`config.mk`:
```
export PLATFORM = sky130hd
export DESIGN_NAME = async_sram_ctrl
export DESIGN_NICKNAME = d
export VERILOG_FILES = /design/src/rtl/async_sram_pkg.sv /design/src/rtl/sram_phase_timer.sv /design/src/rtl/sram_seq_fsm.sv /design/src/rtl/sram_pin_regs.sv /design/src/rtl/async_sram_ctrl.sv
export SDC_FILE = /design/constraint.sdc
export NUM_CORES = 1
export LEC_CHECK = 0
export ABC_AREA = 1
export BUFFER_PORTS_ARGS = -buffer_cell sky130_fd_sc_hd__buf_2
export CAP_MARGIN = 20
export CORE_MARGIN = 5
export CORE_UTILIZATION = 38
export CTS_BUF_LIST = sky130_fd_sc_hd__clkbuf_8 sky130_fd_sc_hd__clkbuf_16
export DETAILED_ROUTE_END_ITERATION = 6
export PLACE_DENSITY_LB_ADDON = 0.08
export SLEW_MARGIN = 40
export SYNTH_ARGS = -nofsm -noshare
export SYNTH_HDL_FRONTEND = slang
export SYNTH_SLANG_ARGS = --single-unit
export TNS_END_PERCENT = 50
```
`constraint.sdc`:
```
create_clock -name clk -period 2 [get_ports clk]
set_clock_uncertainty 0.05 [all_clocks]
set_input_delay 0.1 -clock clk [delete_from_list [all_inputs] [get_ports clk]]
set_output_delay 0.1 -clock clk [all_outputs]
set_load 0.03 [all_outputs]
```
`src/rtl/async_sram_pkg.sv`:
```
package async_sram_pkg;

    typedef enum logic [2:0] {
        ST_IDLE   = 3'd0,
        ST_RD     = 3'd1,
        ST_WTURN  = 3'd2,
        ST_WSET   = 3'd3,
        ST_WPULSE = 3'd4,
        ST_WREC   = 3'd5
    } seq_state_t;

    // Pin levels a sequencer state asks for (strobes active low).
    typedef struct packed {
        logic ce_n;
        logic oe_n;
        logic we_n;
        logic drive;
    } strobe_t;

    localparam strobe_t STROBE_IDLE = '{ce_n: 1'b1, oe_n: 1'b1, we_n: 1'b1, drive: 1'b0};

    // Round a nanosecond limit up to whole clock cycles.
    function automatic int ns_to_cyc(input int ns, input int clk_ns);
        if (ns <= 0) return 0;
        return (ns + clk_ns - 1) / clk_ns;
    endfunction

    function automatic int max2(input int a, input int b);
        return (a > b) ? a : b;
    endfunction

    function automatic int at_least_one(input int v);
        return (v < 1) ? 1 : v;
    endfunction

    function automatic strobe_t decode_strobes(input seq_state_t s);
        strobe_t p;
        p = STROBE_IDLE;
        case (s)
            ST_RD:     p = '{ce_n: 1'b0, oe_n: 1'b0, we_n: 1'b1, drive: 1'b0};
            ST_WTURN:  p = '{ce_n: 1'b0, oe_n: 1'b1, we_n: 1'b1, drive: 1'b0};
            ST_WSET:   p = '{ce_n: 1'b0, oe_n: 1'b1, we_n: 1'b1, drive: 1'b1};
            ST_WPULSE: p = '{ce_n: 1'b0, oe_n: 1'b1, we_n: 1'b0, drive: 1'b1};
            ST_WREC:   p = '{ce_n: 1'b0, oe_n: 1'b1, we_n: 1'b1, drive: 1'b0};
            default:   p = STROBE_IDLE;
        endcase
        return p;
    endfunction

endpackage

```
`src/rtl/sram_phase_timer.sv`:
```
module sram_phase_timer #(
    parameter int CNT_W = 2
) (
    input  logic             clk,
    input  logic             rst,
    input  logic             load,
    input  logic [CNT_W-1:0] load_val,
    output logic             done
);
    logic [CNT_W-1:0] cnt_q;

    always_ff @(posedge clk) begin
        if (rst) begin
            cnt_q <= '0;
        end else if (load) begin
            cnt_q <= load_val;
        end else if (cnt_q != '0) begin
            cnt_q <= cnt_q - 1'b1;
        end
    end

    assign done = (cnt_q == '0);

endmodule

```
`src/rtl/sram_seq_fsm.sv`:
```
module sram_seq_fsm
    import async_sram_pkg::*;
#(
    parameter int CNT_W   = 2,
    parameter int AS_CYC  = 1,
    parameter int WP_CYC  = 1,
    parameter int REC_CYC = 1,
    parameter int RD_CYC  = 2
) (
    input  logic             clk,
    input  logic             rst,
    input  logic             req_valid,
    input  logic             req_write,
    input  logic             phase_done,
    input  logic             turn_ok,
    output seq_state_t       st_q,
    output seq_state_t       st_d,
    output logic             ld,
    output logic [CNT_W-1:0] ld_val,
    output logic             req_ready,
    output logic             accept
);
    function automatic int phase_len(input seq_state_t s);
        case (s)
            ST_RD:     return RD_CYC;
            ST_WSET:   return AS_CYC;
            ST_WPULSE: return WP_CYC;
            ST_WREC:   return REC_CYC;
            default:   return 1;
        endcase
    endfunction

    assign req_ready = (st_q == ST_IDLE);
    assign accept    = req_valid && req_ready;

    always_comb begin
        st_d = st_q;
        case (st_q)
            ST_IDLE: begin
                if (req_valid) begin
                    if (!req_write)   st_d = ST_RD;
                    else if (turn_ok) st_d = ST_WSET;
                    else              st_d = ST_WTURN;
                end
            end
            ST_RD:     if (phase_done) st_d = ST_IDLE;
            ST_WTURN:  if (turn_ok)    st_d = ST_WSET;
            ST_WSET:   if (phase_done) st_d = ST_WPULSE;
            ST_WPULSE: if (phase_done) st_d = ST_WREC;
            ST_WREC:   if (phase_done) st_d = ST_IDLE;
            default:   st_d = ST_IDLE;
        endcase
    end

    assign ld     = (st_d != st_q);
    assign ld_val = CNT_W'(phase_len(st_d) - 1);

    always_ff @(posedge clk) begin
        if (rst) st_q <= ST_IDLE;
        else     st_q <= st_d;
    end

    // the low strobe phase is only ever entered from the setup phase
    a_r5_pulse_after_setup: assert property (@(posedge clk) disable iff (rst)
        (st_q == ST_WPULSE) |-> ($past(st_q) == ST_WSET || $past(st_q) == ST_WPULSE));

    // a new request is only taken from idle
    a_r3_leave_idle_on_request: assert property (@(posedge clk) disable iff (rst)
        ($past(st_q) == ST_IDLE && st_q != ST_IDLE) |-> $past(req_valid));

endmodule

```
`src/rtl/sram_pin_regs.sv`:
```
module sram_pin_regs
    import async_sram_pkg::*;
#(
    parameter int ADDR_W   = 19,
    parameter int DATA_W   = 8,
    parameter int TURN_CYC = 1,
    parameter int WP_CYC   = 1
) (
    input  logic              clk,
    input  logic              rst,
    input  logic              accept,
    input  logic [ADDR_W-1:0] req_addr,
    input  logic [DATA_W-1:0] req_wdata,
    input  seq_state_t        st_q,
    input  seq_state_t        st_d,
    input  logic [DATA_W-1:0] dq_in,
    output logic              ce_n,
    output logic              oe_n,
    output logic              we_n,
    output logic              dq_oe,
    output logic [ADDR_W-1:0] addr,
    output logic [DATA_W-1:0] dq_out,
    output logic [DATA_W-1:0] rd_data,
    output logic              rd_valid,
    output logic              turn_ok
);
    localparam int TCNT_W = $clog2(TURN_CYC + 2);
    localparam int WCNT_W = $clog2(WP_CYC + 2);

    strobe_t pins_q;

    always_ff @(posedge clk) begin
        if (rst) pins_q <= STROBE_IDLE;
        else     pins_q <= decode_strobes(st_d);
    end

    assign ce_n  = pins_q.ce_n;
    assign oe_n  = pins_q.oe_n;
    assign we_n  = pins_q.we_n;
    assign dq_oe = pins_q.drive;

    always_ff @(posedge clk) begin
        if (rst) begin
            addr   <= '0;
            dq_out <= '0;
        end else if (accept) begin
            addr   <= req_addr;
            dq_out <= req_wdata;
        end
    end

    logic rd_last;
    assign rd_last = (st_q == ST_RD) && (st_d != ST_RD);

    always_ff @(posedge clk) begin
        if (rst) begin
            rd_valid <= 1'b0;
            rd_data  <= '0;
        end else begin
            rd_valid <= rd_last;
            if (rd_last) rd_data <= dq_in;
        end
    end

    // Turnaround: consecutive cycles output-enable has been high, saturating.
    logic [TCNT_W-1:0] oe_hi_q;
    logic [TCNT_W-1:0] oe_hi_inc;

    assign oe_hi_inc = !pins_q.oe_n ? '0 :
                       (oe_hi_q == TCNT_W'(TURN_CYC)) ? oe_hi_q : oe_hi_q + 1'b1;
    assign turn_ok   = (oe_hi_inc >= TCNT_W'(TURN_CYC));

    always_ff @(posedge clk) begin
        if (rst) oe_hi_q <= '0;
        else     oe_hi_q <= oe_hi_inc;
    end

    // Checker counter: length of the current low write-strobe run.
    logic [WCNT_W-1:0] we_lo_q;
    always_ff @(posedge clk) begin
        if (rst)                                  we_lo_q <= '0;
        else if (pins_q.we_n)                     we_lo_q <= '0;
        else if (we_lo_q != WCNT_W'(WP_CYC + 1))  we_lo_q <= we_lo_q + 1'b1;
    end

    a_r5_we_width: assert property (@(posedge clk) disable iff (rst)
        $rose(we_n) |-> (we_lo_q >= WCNT_W'(WP_CYC)));

    a_r6_drive_needs_oe_high: assert property (@(posedge clk) disable iff (rst)
        dq_oe |-> (oe_n && !ce_n));

    a_r6_release_at_we_rise: assert property (@(posedge clk) disable iff (rst)
        $rose(we_n) |-> !dq_oe);

    a_r7_turnaround_met: assert property (@(posedge clk) disable iff (rst)
        $rose(dq_oe) |-> (oe_hi_q >= TCNT_W'(TURN_CYC)));

    a_r8_oe_high_in_write: assert property (@(posedge clk) disable iff (rst)
        !we_n |-> (oe_n && !ce_n));

    a_r4_rd_valid_pulse: assert property (@(posedge clk) disable iff (rst)
        rd_valid |=> !rd_valid);

    a_r4_addr_stable: assert property (@(posedge clk) disable iff (rst)
        (!ce_n && $past(!ce_n)) |-> $stable(addr));

endmodule

```
`src/rtl/async_sram_ctrl.sv`:
```
module async_sram_ctrl
    import async_sram_pkg::*;
#(
    parameter int ADDR_W  = 19,
    parameter int DATA_W  = 8,
    parameter int CLK_NS  = 10,
    parameter int T_AA_NS = 10,
    parameter int T_OE_NS = 4,
    parameter int T_WP_NS = 8,
    parameter int T_DS_NS = 6,
    parameter int T_SA_NS = 0,
    parameter int T_WC_NS = 10,
    parameter int T_HZ_NS = 4
) (
    input  logic              clk,
    input  logic              rst,
    input  logic              req_valid,
    input  logic              req_write,
    input  logic [ADDR_W-1:0] req_addr,
    input  logic [DATA_W-1:0] req_wdata,
    output logic              req_ready,
    output logic [DATA_W-1:0] rd_data,
    output logic              rd_valid,
    output logic [ADDR_W-1:0] sram_addr,
    output logic [DATA_W-1:0] sram_dq_out,
    input  logic [DATA_W-1:0] sram_dq_in,
    output logic              sram_dq_oe,
    output logic              sram_ce_n,
    output logic              sram_oe_n,
    output logic              sram_we_n
);
    localparam int AS_CYC   = at_least_one(ns_to_cyc(T_SA_NS, CLK_NS));
    localparam int WP_CYC   = at_least_one(max2(ns_to_cyc(T_WP_NS, CLK_NS),
                                                ns_to_cyc(T_DS_NS, CLK_NS)));
    localparam int REC_CYC  = at_least_one(ns_to_cyc(T_WC_NS, CLK_NS) - AS_CYC - WP_CYC);
    localparam int RD_CYC   = at_least_one(max2(ns_to_cyc(T_AA_NS, CLK_NS),
                                                ns_to_cyc(T_OE_NS, CLK_NS))) + 1;
    localparam int TURN_CYC = ns_to_cyc(T_HZ_NS, CLK_NS);
    localparam int LONGEST  = max2(max2(AS_CYC, WP_CYC), max2(REC_CYC, RD_CYC));
    localparam int CNT_W    = $clog2(LONGEST + 1);

    seq_state_t       st_q;
    seq_state_t       st_d;
    logic             ld;
    logic [CNT_W-1:0] ld_val;
    logic             phase_done;
    logic             turn_ok;
    logic             accept;

    sram_seq_fsm #(
        .CNT_W  (CNT_W),
        .AS_CYC (AS_CYC),
        .WP_CYC (WP_CYC),
        .REC_CYC(REC_CYC),
        .RD_CYC (RD_CYC)
    ) fsm_i (
        .clk       (clk),
        .rst       (rst),
        .req_valid (req_valid),
        .req_write (req_write),
        .phase_done(phase_done),
        .turn_ok   (turn_ok),
        .st_q      (st_q),
        .st_d      (st_d),
        .ld        (ld),
        .ld_val    (ld_val),
        .req_ready (req_ready),
        .accept    (accept)
    );

    sram_phase_timer #(
        .CNT_W(CNT_W)
    ) timer_i (
        .clk     (clk),
        .rst     (rst),
        .load    (ld),
        .load_val(ld_val),
        .done    (phase_done)
    );

    sram_pin_regs #(
        .ADDR_W  (ADDR_W),
        .DATA_W  (DATA_W),
        .TURN_CYC(TURN_CYC),
        .WP_CYC  (WP_CYC)
    ) pins_i (
        .clk      (clk),
        .rst      (rst),
        .accept   (accept),
        .req_addr (req_addr),
        .req_wdata(req_wdata),
        .st_q     (st_q),
        .st_d     (st_d),
        .dq_in    (sram_dq_in),
        .ce_n     (sram_ce_n),
        .oe_n     (sram_oe_n),
        .we_n     (sram_we_n),
        .dq_oe    (sram_dq_oe),
        .addr     (sram_addr),
        .dq_out   (sram_dq_out),
        .rd_data  (rd_data),
        .rd_valid (rd_valid),
        .turn_ok  (turn_ok)
    );

    // the chip is never selected out of reset
    a_r1_reset_deselects: assert property (@(posedge clk)
        rst |=> (sram_ce_n && sram_we_n && !sram_dq_oe));

    // idle means deselected and driver off
    a_r2_ready_deselects: assert property (@(posedge clk) disable iff (rst)
        req_ready |-> (sram_ce_n && sram_oe_n && sram_we_n && !sram_dq_oe));

endmodule

```
; ---- Word level (Yosys, flattened, before mapping)
; Index checks and enable logic that the tools add are counted.
[op_classes]
n_addsub = 3
magnitude_cmp = 1
eq_ne = 13
muxes = 14
n_reduce_logical = 8
[ops]
columns = operator, count
row1 = two-way mux 3 bit, 6
row2 = one-hot mux 4 bit (4 select lines), 1
row3 = one-hot mux 3 bit (5 select lines), 1
row4 = == test 3 x 2 -> 1 bit (second input constant), 4
row5 = == test 3 bit (second input constant), 4
row6 = two-way mux 2 bit, 5
row7 = == test 3 x 1 -> 1 bit (second input constant), 2
row8 = nonzero test 2 bit, 2
row9 = OR reduction 2 bit, 2
row10 = subtractor 2 x 1 -> 2 bit (second input constant), 2
row11 = logical NOT 3 bit, 1
row12 = inequality test 3 x 1 -> 1 bit (second input constant), 1
row13 = inequality test 3 bit, 1
row14 = adder 2 x 1 -> 2 bit (second input constant), 1
row15 = == test 2 x 1 -> 1 bit (second input constant), 1
row16 = greater-or-equal comparator 2 x 1 -> 1 bit (second input constant), 1
row17 = logical AND 1 bit, 2
row18 = logical NOT 2 bit, 1
row19 = two-way mux 1 bit, 1
[word_totals]
reg_bits = 47
inputBits = 39
out_inout_bits = 41
wordCells = 50

; ---- Longest topological paths before layout
[logic_depth]
word_depth = 12
depth_mapped = 11
depth_no_buf = 11

; ---- Cells and area by module
; A second synthesis with hierarchy kept.
[unflattened]
cells_unflattened = 269
hier_area_um2 = 1985.7
[modules_own_cells]
columns = module, instances, cells_per_inst, area_per_inst_um2
row1 = sram_pin_regs, 1, 197, 1569.0
row2 = sram_seq_fsm, 1, 55, 302.8
row3 = sram_phase_timer, 1, 17, 113.9

; ---- Worst setup path before layout
; OpenSTA, ideal clock, no wires.
[synth_timing]
path_kind = flip-flop to flip-flop
startpoint = reg fsm_i.st_q[2]
endpoint = reg timer_i.cnt_q[0]
setup_time_ns = 0.115
arrival_time_ns = 1.314
required_time_ns = 1.835
path_slack_ns = 0.521
stages_incl_launch_ff = 11
path_buffers = 0
synth_period_minus_slack_ns = 1.479
path_cell_list = dfxtp_1 -> inv_1 -> nand2_2 -> nor2_2 -> nand2_1 -> nand2_1 -> nor2_1 -> nand2_1 -> nand2_1 -> a21oi_1 -> nor2_1
[synth_lines]
columns = element, line_no
row1 = "start, declared", sram_seq_fsm.sv:16  ; output seq_state_t st_q,
row2 = "start signal, assigned", sram_seq_fsm.sv:60  ; else st_q <= st_d;
row3 = logical NOT 3 bit *, n/a
row4 = net req_ready, async_sram_ctrl.sv:21  ; output logic req_ready,
row5 = one-hot mux 3 bit (5 select lines) *, sram_seq_fsm.sv:38  ; case (st_q)
row6 = == test 3 x 1 -> 1 bit, sram_seq_fsm.sv:24  ; case (s)
row7 = two-way mux 2 bit, sram_seq_fsm.sv:24
row8 = subtractor 2 x 1 -> 2 bit, sram_seq_fsm.sv:56  ; assign ld_val = CNT_W'(phase_len(st_d) - 1);
row9 = two-way mux 2 bit, sram_phase_timer.sv:15  ; end else if (load) begin
row10 = "end signal, assigned", sram_phase_timer.sv:16  ; cnt_q <= load_val;
row11 = "end signal, assigned", sram_phase_timer.sv:18  ; cnt_q <= cnt_q - 1'b1;
row12 = "end, declared", sram_phase_timer.sv:10  ; logic [CNT_W-1:0] cnt_q;
; Mark *: on every way through the listed nets, which the timed path passes. The rest lies on a longest branch.
; A chain may end at the register's enable or synchronous reset.

; ---- Final worst setup path
[layout_timing]
startpoint = reg fsm_i.st_q[1]
endpoint = reg timer_i.cnt_q[0]
[layout_between]
elab_chain_cells = 7
[layout_lines]
columns = element, line_no
row1 = == test 3 x 1 -> 1 bit or == test 3 bit (tied branches), sram_seq_fsm.sv:38
row2 = OR reduction 2 bit (no line), n/a
row3 = one-hot mux 3 bit (5 select lines), sram_seq_fsm.sv:38
row4 = == test 3 x 1 -> 1 bit, sram_seq_fsm.sv:24
row5 = two-way mux 2 bit, sram_seq_fsm.sv:24
row6 = subtractor 2 x 1 -> 2 bit, sram_seq_fsm.sv:56
row7 = two-way mux 2 bit, sram_phase_timer.sv:15
; Parallel ways exist; a longest one is shown, timed or not.

==> flow_metrics.env <==
export IMPL_status="complete, no violations"
export IMPL_cts_buffers=5
export IMPL_yosys_area_share_simple=0.290
export IMPL_r2r_end="timer_i.cnt_q[0]"
export IMPL_p_leak_nw=1.30
export IMPL_die_w_um=78.3
export IMPL_critical_path_endpoint="timer_i.cnt_q[0]"
export IMPL_vias=1788
export IMPL_routed_via_density=4.55
export IMPL_cp_common_cell="nand2_1"
export IMPL_tns_ps=0
export IMPL_syn_cell_area_sq_um=1770
export IMPL_met3_usage=0.0515
export IMPL_fin_util=0.575
export IMPL_detail_route_wl_per_cell_um=11.8
export IMPL_synth_xor_area_frac=0
export IMPL_grt_max_degree=28
export IMPL_port_buffers=79
export IMPL_crit_path_end_kind="flop"
export IMPL_worstPathRequired_ps=2140
export IMPL_synth_compound_area_frac=0.122
export IMPL_drc=0
export IMPL_die_height_um=78.3
export IMPL_antenna_found_initial=0
export IMPL_post_route_period_util=0.836
export IMPL_crit_start="fsm_i.st_q[1]"
export IMPL_drive_gt1_frac=0.299
export IMPL_dr_pass1_iters=4
export IMPL_stdcell_count=393
export IMPL_synth_top_family_by_area="simple AND/OR/NAND/NOR gates"
export IMPL_cts_repair_resized=0
export IMPL_syn_nets=273
export IMPL_nNetsFinal=379
export IMPL_fin_crit_ps=1670
export IMPL_grt_busiest_layer="met2"
export IMPL_io_pins=80
export IMPL_cp_max_fo=9
export IMPL_rsz0062_at_grt="false"
export IMPL_gr_total_overflow=0
export IMPL_synth_seq_cells=47
export IMPL_worst_path_largest_cell_delay_ps=500
export IMPL_rr_worst_depth=8
export IMPL_postCtsSetupBuffers=0
export IMPL_cts_tree="done"
export IMPL_initial_core_util=0.399
export IMPL_r2r_start="fsm_i.st_q[1]"
export IMPL_antenna_cells=0
export IMPL_p_per_area_nw_per_um2=1430
export IMPL_yosys_warnings=0
export IMPL_hold_viol=0
export IMPL_htreeDepth=2
export IMPL_fp_dieArea_sq_um=6130
export IMPL_rows=24
export IMPL_gr_usage_met1=0.174
export IMPL_setup_viol=0
export IMPL_max_vdd_ir_drop_v=0.000668
export IMPL_start_kind="flop"
export IMPL_rrSetupSlack_ps=330
export IMPL_grt_use_met2=0.270
export IMPL_drv_slew=0
export IMPL_ys_seq_area_frac=0.531
export IMPL_placed_cells=358
export IMPL_arrival_ps=1810
export IMPL_hold_start="sram_dq_in[7]"
export IMPL_synth_adder_area_share=0
export IMPL_synth_avg_cell_area_sq_um=7.58
export IMPL_clock_root_buffer="clkbuf_8"
export IMPL_clkSinkCount=47
export IMPL_design_core_area_sq_um=4440
export IMPL_final_antenna_net_count=0
export IMPL_drt_iter0_drc=80
export IMPL_crit_chain="nand2_1, nand3_1, nand2_1, o21ai_2, buf_4, nor2_4, a21oi_1, nor2_1"
export IMPL_synthMuxAreaShare=0
export IMPL_worst_slew_pin_slew_ps=462
export IMPL_area_growth_pct=44.1
export IMPL_place_congestion=0.774
export IMPL_clk_pin_slew_ps=80
export IMPL_synth_cell_type_count=18
export IMPL_maxCapViolCount=0
export IMPL_hold_class="in2reg"
export IMPL_dpl_hpwl_um=3130
export IMPL_grt_first_pass_wirelength_um=7670
export IMPL_synth_cells=234
export IMPL_grt_usage=0.155
export IMPL_clock_latency_ps=290
export IMPL_grt_pass1_vias=1769
export IMPL_slew_headroom=0.692
export IMPL_cts_buffer_depth=2
export IMPL_hold_buffers=27
export IMPL_drt_wl_total_um=4620
export IMPL_crit_type="reg2reg"
export IMPL_max_freq_mhz=598
export IMPL_cpMaxStageDelayCell="dfxtp_1"
## worst min path at each step
stage,to,slack (ps),depth (start not counted)
6_report,pins_i.rd_data[7],30,3
3_3_place_gp,pins_i.dq_out[7],270,3
5_1_grt,pins_i.rd_data[4],20,3
2_1_floorplan,pins_i.rd_data[0],110,1
3_5_place_dp,pins_i.addr[11],280,3
4_1_cts,pins_i.rd_data[7],10,3
## registers in the layout, indices dropped and copies added (netlist names)
name and count:
pins_i.ce_n 1, pins_i.dq_oe 1, pins_i.we_n 1, pins_i.addr 19, pins_i.oe_n 1, timer_i.cnt_q 2
fsm_i.st_q 3, pins_i.dq_out 8, pins_i.rd_data 8, pins_i.rd_valid 1, pins_i.oe_hi_q 2
## final cells by class
class | count | area, sq um
Fill cell | 433 | 1890
Clock buffer | 5 | 68.8
Inverter | 13 | 48.8
Clock inverter | 3 | 12.5
Tap cell | 52 | 65.1
Multi-Input combinational cell | 164 | 731
Timing Repair Buffer | 109 | 688
Sequential cell | 47 | 941
## report_power, final
part | internal [mW] | switching (mW) | leakage (nW)
clock | 0.235 | 0.290 | 0.0505
sequential | 1.21 | 0.141 | 0.387
combinational | 0.538 | 1.25 | 0.858
total | 1.98 | 1.68 | 1.30
## critical path: cells and delay by family (launching register included)
family          cells  cell delay, ps
compound gates      2             420
buf+inv             1             210
flops               1             500
simple gates        5             380
## cell usage after synthesis
cell type,count,share of area
nand2_2,3,0.011
dfxtp_1,47,0.53
o22ai_1,1,0.0035
nor2_4,2,0.013
buf_6,2,0.013
o21ai_0,28,0.079
a21oi_2,1,0.0049
nand2_1,32,0.068
nor2_2,5,0.018
a21oi_1,9,0.025
nor2_1,67,0.14
clkbuf_1,8,0.017
nand3_1,13,0.037
inv_2,2,0.0042
nor3_1,1,0.0028
inv_1,11,0.023
o21a_1,1,0.0042
o21ai_2,1,0.0049
## through the flow
stage	total power, mW	worst slack (ps)	hold WS, ps	instance area (sq um)
after detailed placement	3.13	334	279	2200
after global routing	3.96	168	18.6	2550
after global placement	3.13	380	271	2200
after floorplan	2.68	521	112	1770
after CTS	3.71	307	11.1	2550
final	3.66	327	25.2	2550
## logic make-up after synthesis
| group | count (synthesis) |
|---|---|
| AND/OR/NAND/NOR | 123 |
| flip-flops | 47 |
| buffers and inverters | 23 |
| AO/OA/AOI/OAI | 41 |
## per-layer routing
layer	routed length, um	vias to the layer above
li1	-	949
met1	2020	792
met2	2210	42
met3	308	5
met4	79	0
met5	0	-
## placed cells by master, fill, tap and decap left out, drive strengths merged
cell type	n
clkbuf	5
buf	82
o21ai	29
nand3	13
o21a	1
dlygate4sd3	27
clkinv	1
a21oi	10
inv	15
dfxtp	47
o22ai	1
nor3	1
nor2	74
nand2	35
Power figures use the tool's default switching activity.
